[config.mk]
export PLATFORM = sky130hd
export DESIGN_NAME = scsi_xfer_engine
export DESIGN_NICKNAME = d
export VERILOG_FILES = /design/src/rtl/scsi_xfer_engine.sv
export SDC_FILE = /design/constraint.sdc
export NUM_CORES = 1
export LEC_CHECK = 0
export BUFFER_PORTS_ARGS = -buffer_cell sky130_fd_sc_hd__buf_2
export CAP_MARGIN = 10
export CORE_MARGIN = 4
export CORE_UTILIZATION = 25
export CTS_CLUSTER_DIAMETER = 50
export DETAILED_ROUTE_END_ITERATION = 16
export SLEW_MARGIN = 20
export SYNTH_ARGS = -nofsm -noshare
export SYNTH_HDL_FRONTEND = slang
export SYNTH_SLANG_ARGS = --single-unit
[constraint.sdc]
create_clock -name clk -period 2.8 [get_ports clk]
set_input_delay 0.56 -clock clk [delete_from_list [all_inputs] [get_ports clk]]
set_output_delay 0.56 -clock clk [all_outputs]
set_load 0.005 [all_outputs]
[src/rtl/scsi_xfer_engine.sv]
module scsi_xfer_engine #(
  parameter int CNT_W = 24,
  parameter int DW    = 8
) (
  input  logic             clk,
  input  logic             rst_n,
  input  logic             start,
  input  logic [CNT_W-1:0] count_in,
  input  logic             dma_mode,
  input  logic             pad_mode,
  input  logic             atn_set,
  input  logic             ack_release,
  input  logic             bus_req_i,
  input  logic [2:0]       bus_phase_i,
  input  logic [DW-1:0]    bus_data_i,
  output logic             bus_ack_o,
  output logic             bus_atn_o,
  output logic [DW-1:0]    bus_data_o,
  input  logic             host_wr,
  input  logic [DW-1:0]    host_wdata,
  input  logic             host_rd,
  output logic [DW-1:0]    data_reg_o,
  output logic             data_full,
  output logic             dma_req,
  input  logic             dma_rd,
  input  logic             dma_wr,
  input  logic [DW-1:0]    dma_wdata,
  output logic             busy,
  output logic             bus_service,
  output logic             func_complete,
  output logic             tc_zero,
  output logic [CNT_W-1:0] count_o
);

  localparam logic [2:0] PH_MSG_OUT = 3'd6;
  localparam logic [2:0] PH_MSG_IN  = 3'd7;
  localparam logic [CNT_W-1:0] CNT_ONE = CNT_W'(1);

  typedef enum logic [2:0] {
    S_IDLE, S_IN_REQ, S_IN_WAIT, S_IN_ACK, S_OUT_REQ, S_OUT_WAIT, S_OUT_ACK
  } st_t;

  st_t              state;
  logic [2:0]       phase_q;
  logic [CNT_W-1:0] cnt;
  logic [DW-1:0]    dreg;

  wire in_side   = (state == S_IN_REQ) || (state == S_IN_WAIT) || (state == S_IN_ACK);
  wire move_ok   = (cnt != '0) && (bus_phase_i == phase_q);
  wire dma_take  = dma_rd && dma_req && data_full;
  wire dma_give  = dma_wr && dma_req && !data_full;
  wire host_take = host_rd && data_full;
  wire host_give = host_wr && !data_full && !in_side;
  wire last_byte = (cnt == CNT_ONE);
  wire hold_ack  = dma_mode && last_byte && (bus_phase_i == PH_MSG_IN);
  wire drop_atn  = last_byte && (bus_phase_i == PH_MSG_OUT);

  assign busy       = (state != S_IDLE);
  assign count_o    = cnt;
  assign data_reg_o = dreg;

  always_ff @(posedge clk or negedge rst_n) begin
    if (!rst_n) begin
      state         <= S_IDLE;
      phase_q       <= '0;
      cnt           <= '0;
      dreg          <= '0;
      data_full     <= 1'b0;
      dma_req       <= 1'b0;
      bus_ack_o     <= 1'b0;
      bus_atn_o     <= 1'b0;
      bus_data_o    <= '0;
      bus_service   <= 1'b0;
      func_complete <= 1'b0;
      tc_zero       <= 1'b1;
    end else begin
      if (atn_set) bus_atn_o <= 1'b1;

      if (host_take) data_full <= 1'b0;
      if (dma_take) begin
        data_full <= 1'b0;
        dma_req   <= 1'b0;
      end
      if (host_give) begin
        dreg      <= host_wdata;
        data_full <= 1'b1;
      end
      if (dma_give) begin
        dreg      <= dma_wdata;
        data_full <= 1'b1;
        dma_req   <= 1'b0;
      end

      unique case (state)
        S_IDLE: begin
          if (ack_release) bus_ack_o <= 1'b0;
          if (start) begin
            phase_q       <= bus_phase_i;
            cnt           <= count_in;
            tc_zero       <= (count_in == '0);
            bus_service   <= 1'b0;
            func_complete <= 1'b0;
            data_full     <= 1'b0;
            state         <= bus_phase_i[0] ? S_IN_REQ : S_OUT_REQ;
          end
        end

        S_IN_REQ: begin
          if (bus_req_i) begin
            if (move_ok) begin
              if (pad_mode) begin
                bus_ack_o <= 1'b1;
                state     <= S_IN_ACK;
              end else begin
                dreg      <= bus_data_i;
                data_full <= 1'b1;
                dma_req   <= dma_mode;
                state     <= S_IN_WAIT;
              end
            end else begin
              bus_service <= 1'b1;
              state       <= S_IDLE;
            end
          end
        end

        S_IN_WAIT: begin
          if (!data_full) begin
            bus_ack_o <= 1'b1;
            state     <= S_IN_ACK;
          end
        end

        S_IN_ACK: begin
          if (!bus_req_i) begin
            if (dma_mode) begin
              cnt <= cnt - CNT_ONE;
              if (last_byte) tc_zero <= 1'b1;
            end
            if (hold_ack) begin
              func_complete <= 1'b1;
              state         <= S_IDLE;
            end else begin
              bus_ack_o <= 1'b0;
              state     <= S_IN_REQ;
            end
          end
        end

        S_OUT_REQ: begin
          if (bus_req_i) begin
            if (move_ok) begin
              if (pad_mode) begin
                bus_data_o <= dreg;
                bus_ack_o  <= 1'b1;
                data_full  <= 1'b0;
                if (drop_atn) bus_atn_o <= 1'b0;
                state      <= S_OUT_ACK;
              end else begin
                dma_req <= dma_mode;
                state   <= S_OUT_WAIT;
              end
            end else begin
              bus_service <= 1'b1;
              state       <= S_IDLE;
            end
          end
        end

        S_OUT_WAIT: begin
          if (data_full) begin
            bus_data_o <= dreg;
            bus_ack_o  <= 1'b1;
            data_full  <= 1'b0;
            if (drop_atn) bus_atn_o <= 1'b0;
            state      <= S_OUT_ACK;
          end
        end

        S_OUT_ACK: begin
          if (!bus_req_i) begin
            if (dma_mode) begin
              cnt <= cnt - CNT_ONE;
              if (last_byte) tc_zero <= 1'b1;
            end
            bus_ack_o  <= 1'b0;
            bus_data_o <= '0;
            state      <= S_OUT_REQ;
          end
        end

        default: state <= S_IDLE;
      endcase
    end
  end

endmodule

# Word level (Yosys, flattened, before mapping)
# Cells that the tools add are included.
# Widths: inputs -> output; s select.
[totals]
out_inout_bits = 48
inputBits = 63
ff_bits = 53
wordCells = 154
[classes]
reduce_logical = 34
mux = 78
n_addsub = 1
n_eq_ne = 29
[op_table]
columns = ["cell", "n"]
rows = [
  ["$mux 8", 11],
  ["$mux 24", 3],
  ["$pmux 24 s2", 1],
  ["$mux 1", 44],
  ["$mux 3", 10],
  ["$ne 2x2->1 const B", 14],
  ["$eq 24x1->1 const B", 1],
  ["$logic_not 24->1", 1],
  ["$pmux 8 s3", 1],
  ["$reduce_bool 24->1", 1],
  ["$sub 24x1->24 const B", 1],
  ["$pmux 3 s7", 1],
  ["$eq 3x3->1 const B", 5],
  ["$reduce_and 4->1", 3],
  ["$logic_and 1x1->1", 11],
  ["$ne 2x1->1 const B", 5],
  ["$reduce_and 10->1", 1],
  ["$pmux 1 s2", 4],
  ["$reduce_and 7->1", 1],
  ["$eq 3x2->1 const B", 2],
  ["$pmux 1 s6", 1],
  ["$reduce_and 6->1", 1],
  ["$reduce_bool 2->1", 3],
  ["$reduce_bool 3->1", 2],
  ["11 further kinds", 14],
]

# Depth between registers and ports, before layout
[logic_depth]
word_depth = 11
mapped_depth = 8
mapped_depth_nobuf = 7

# Worst setup path before layout
# No wires, ideal clock.
[synth_path]
path_type = "input -> register"
startpoint = "input bus_phase_i[0]"
endpoint = "register dreg[0], in the netlist data_reg_o[0]"
cell_stages = 7
setup_slack_ps = 633
required_ps = 2672
setup_ps = 128
n_path_buf = 2
arrival_time_ps = 2039
path_cell_list = "buf_2 xor2_1 nor3_4 o21ai_2 or3_1 buf_4 mux2_1"
[synth_between]
elab_chain_cells = 5
[synth_lines]
columns = ["item", "line", "text"]
rows = [
  ["from (decl)", "14", "input logic [2:0] bus_phase_i,"],
  ["$eq 3x3->1", "49", "wire move_ok = (cnt != '0) && (bus_phase_i == phase_q);"],
  ["$logic_and 1x1->1", "49", ""],
  ["$mux 8", "110", "if (move_ok) begin"],
  ["$mux 8", "109", "if (bus_req_i) begin"],
  ["$mux 8", "94", "unique case (state)"],
  ["to (signal assigned)", "85", "dreg <= host_wdata;"],
  ["to (signal assigned)", "89", "dreg <= dma_wdata;"],
  ["to (signal assigned)", "115", "dreg <= bus_data_i;"],
  ["to (decl)", "46", "logic [DW-1:0] dreg;"],
]
# Every way passes these cells.
# A chain may end at the register's enable or synchronous reset.

# Final worst setup path
[layout_path]
startpoint = "register cnt[16], in the netlist count_o[16]"
endpoint = "register dreg[4], in the netlist data_reg_o[4]"
[layout_between]
elab_chain_cells = 5
[layout_lines]
columns = ["item", "line", "text"]
rows = [
  ["from (decl)", "45", "logic [CNT_W-1:0] cnt;"],
  ["from (signal assigned)", "99", "cnt <= count_in;"],
  ["from (signal assigned)", "137", "cnt <= cnt - CNT_ONE;"],
  ["from (signal assigned)", "183", "cnt <= cnt - CNT_ONE;"],
  ["$reduce_bool 24->1", "49", ""],
  ["$logic_and 1x1->1", "49", ""],
  ["$mux 8", "110", ""],
  ["$mux 8", "109", ""],
  ["$mux 8", "94", ""],
]
# Every way passes these cells.

==> summary.md <==
Of the total synthesized cell area, the portion taken by AND, OR, NAND and NOR gates is 24.7%. At the worst endpoint, the arrival time is 2690 ps. In this run the static leakage power is 2.05 nW. Of the total power, combinational logic draws 45.4%.

In this run the clock root is driven by a sky130_fd_sc_hd__clkbuf_16. Max-cap violations in this run came to 0. The global routing usage summed across all routing layers was 14.0%; the total congestion overflow was 0.

Buffers inserted to repair hold after CTS numbered 0. For this design the total switching power over the nets is 1.79 mW. The final route contains 3613 vias. IR analysis of the VDD net gives a maximum drop of 0.000288 V. Counting I/O delays and the setup requirement, the final critical path takes 2510 ps. The number of synthesized flops with an enable pin is 0. After clock tree synthesis, the clock-pin slew on the worst setup and hold paths is 70 ps. Buffers added to address setup during post-CTS repair amount to 0.

Peak clock frequency supported by timing: 0.398 GHz. The horizontal die dimension came out at 127 µm. After floorplanning, the core was sized to cover 13900 µm². The tools report the via count of the first global-routing pass as 3642. The cell count after synthesis was 408. For flop-to-flop paths, the worst setup slack is 290 ps. The average instance in the mapped netlist occupies 8.68 µm².

For the die outline area, the log shows 16100 µm². Counting distinct cell types in the post-synthesis netlist gives 63. Yosys printed 0 warnings. Internal cell power: 2.57 mW. The count of routing violations after the opening detailed-route iteration was 217; the quantity of I/O buffers inserted on ports was 110. Kind of path behind the tightest hold check: in -> async. By area, the combinational part of the netlist is dominated by simple AND/OR/NAND/NOR gates. The post-route netlist has 29.5% of its cells at a drive strength greater than 1.

STA classifies the critical path endpoint as a register. The hold violation count in the final report came out at 0. Once the clock tree was built, the resizer swapped 0 gates to a different size. The post-synthesis compound-gate area fraction was 21.0%. The worst pin sits at a relative slew slack of 50.2%. Of the total power, the clock network draws 18.5%.

The run gives 0 as the number of antenna violations at the first check in global routing. The worst setup path is launched from a register. Share of async-settable or async-resettable flops after synthesis: 100%. In this run the vertical extent of the chip is 127 µm.

Number of H-tree levels: 2. The area share of xor/xnor cells in the synthesized design is 1.48%. The pin slew with the least headroom to its limit works out to 746 ps.

For the final wirelength, the log shows 11500 µm. The first global-routing pass estimated 18500 µm of wire. The I/O pin count was 111; the routed via count divided by cell count was 5.19. The logs give 6.92 ps for the setup clock skew after layout and 4340 µm² for the post-place instance area.

The logs give 2980 ps for the required time at the endpoint of the critical path and 0 for the remaining design rule violation count. Setup repair after global routing left no endpoint under its margin. TritonCTS created 5 clock buffers. HPWL after detailed placement: 8760 µm.

TritonCTS built the clock tree. Counting every net in the synthesized netlist gives 473. Number of buffers on the longest clock path: 2. The type of the worst setup path was reg -> reg.

Ratio of final minimum period to clock period: 89.8%. The mux cell area share after synthesis works out to 9.47%. The area share of fa/ha/maj cells after synthesis came out at 0.707%. Setup violations remaining at the end of the flow were counted as 0.

Entering global routing, the biggest net connects 54 pins. The later pin in the worst-skew pair is clocked with a latency of 300 ps. Dividing total power by cell area gives a power density of 963 nW/µm². Dividing the detail-routed wire length by the instance count gives 16.5 µm. The pre-antenna-repair detailed-routing pass consisted of 5 iterations. The final design area excluding fillers is 4530 µm². The flow ran to the end, and the final reports show no timing, DRC or antenna violations.

The logs give 0 for the number of pins with negative max-slew slack in the final report and 53 for the number of sinks driven by the clock tree. Summing every instance area after synthesis gives 3540 µm². The detail route stage leaves a number of antenna-violating nets equal to 0. The primary flip-flop cell chosen by synthesis mapping was sky130_fd_sc_hd__dfrtp_1. The layout net count is 580, and the part of the total power dissipated in sequential elements is 36.1%.

The total negative slack for setup checks was 0 ps; the total inserted antenna cells was 0. After synthesis the netlist holds a flip-flop and latch count of 53. The tools report the initial core utilization as 25.5%. In this run the worst path has a maximum fanout of 9. The area growth from synthesis to layout came out at 27.8%. Sequential cells were found to cover 37.5% of the synthesized design area.

Net switching is 41.0% of the power. After floorplanning, the core was divided into 43 placement rows. For the final weighted congestion in routability-driven placement, the log shows 0.856.
## state kept, by name, summed over array words and instances, names as in the netlist
register,flops
dma_req,1
bus_data_o,8
count_o,24
state,3
data_reg_o,8
bus_atn_o,1
bus_ack_o,1
data_full,1
tc_zero,1
func_complete,1
bus_service,1
phase_q,3
## cells in the final DEF (no fill, tap or decap), drive strengths merged, types with 3 or more instances in the layout
cell / n
o211ai: 3
or4: 5
or3b: 5
o2bb2ai: 3
mux2: 12
buf: 127
o22a: 12
nor4: 15
o22ai: 5
mux2i: 20
nand2: 31
o21ai: 21
nor2: 41
clkbuf: 5
dfrtp: 52
or3: 3
nor3: 12
and3: 4
nand4: 6
a2bb2oi: 3
inv: 18
xor2: 4
a22oi: 4
nand3: 15
o21a: 4
a31oi: 6
nor2b: 3
and2: 4
a21oi: 36
## cells in the mapped netlist, drive strengths merged, types with 6 or more instances
cell	instances	area share, %
mux2	12	3.8
clkbuf	15	1.6
nor3	12	2.3
nor2	41	4.3
a31oi	6	1.1
nand3	15	2.1
nand2	31	3.3
inv	18	1.9
nand4	6	1.1
a21oi	36	5.1
mux2i	20	5.7
buf	12	1.7
o21ai	21	3.1
nor4	15	2.8
o22a	12	3.0
dfrtp	52	37
## kinds of logic (layout without fill, tap and decap cells)
| kind of cell | Yosys count | in the layout |
|---|---|---|
| compound gates | 112 | 112 |
| xor+xnor | 6 | 6 |
| fa+ha+maj | 2 | 2 |
| buf+inv | 45 | 153 |
| flops | 53 | 53 |
| mux | 32 | 32 |
| simple gates | 158 | 158 |
## area by class of cell
type,count,area (µm²)
fill,1451,9350
clock inverter,3,65.1
inverter,18,67.6
timing repair buffer,127,678
sequential,53,1330
clock buffer,5,125
multi-input combinational,310,2040
tap,180,225
## routing by layer
metal	share of wire [%]	GRT usage [%]	vias up
met1	43	17.5	1707
met5	0	0	-
met3	6.5	3.01	26
li1	-	-	1730
met2	48	23.5	150
met4	2.8	5.62	0
## power groups by stage
stage          Sequential (mW)  Clock (mW)  Combinational [mW]
2_1_floorplan             1.49           0                1.24
3_3_place_gp              1.55           0                1.96
3_5_place_dp              1.58           0                2.00
4_1_cts                   1.57       0.831                2.00
5_1_grt                   1.65       0.855                2.20
6_report                  1.57       0.807                1.98
## path summary, 6_finish.rpt
kind                                      startpoint                   endpoint  depth (start not counted)
max                          count_o[16]$_DFFE_PN0P_    data_reg_o[4]$_DFF_PN0_                          5
min                                            rst_n    data_reg_o[0]$_DFF_PN0_                          2
max reg2reg                  count_o[16]$_DFFE_PN0P_    data_reg_o[4]$_DFF_PN0_                          5
min reg2reg                bus_data_o[0]$_DFFE_PN0P_  bus_data_o[0]$_DFFE_PN0P_                          2
max in group asynchronous                      rst_n     count_o[5]$_DFFE_PN0P_                          2
min in group clk                       bus_data_i[7]    data_reg_o[7]$_DFF_PN0_                          2
## worst max-delay path: stages, from the launching register on
cell and delay [ps]:
sky130_fd_sc_hd__dfrtp_1 450, sky130_fd_sc_hd__nor4_1 500, sky130_fd_sc_hd__nand4b_1 250, sky130_fd_sc_hd__o21ai_2 390, sky130_fd_sc_hd__or3_1 420, sky130_fd_sc_hd__mux2_1 370
## stage by stage
stage               total power, mW  worst slack (ps)  hold WS [ps]  instances  utilization, %
global route                   4.70               118           475        696            32.6
finish                         4.36               286           416        696            32.6
detailed placement             3.58               252           511        688            31.2
floorplan                      2.73               633           264        408               -
global placement               3.51               351           510        688            31.2
CTS                            4.41               250           447        696            32.6
Power figures use the tool's default switching activity.
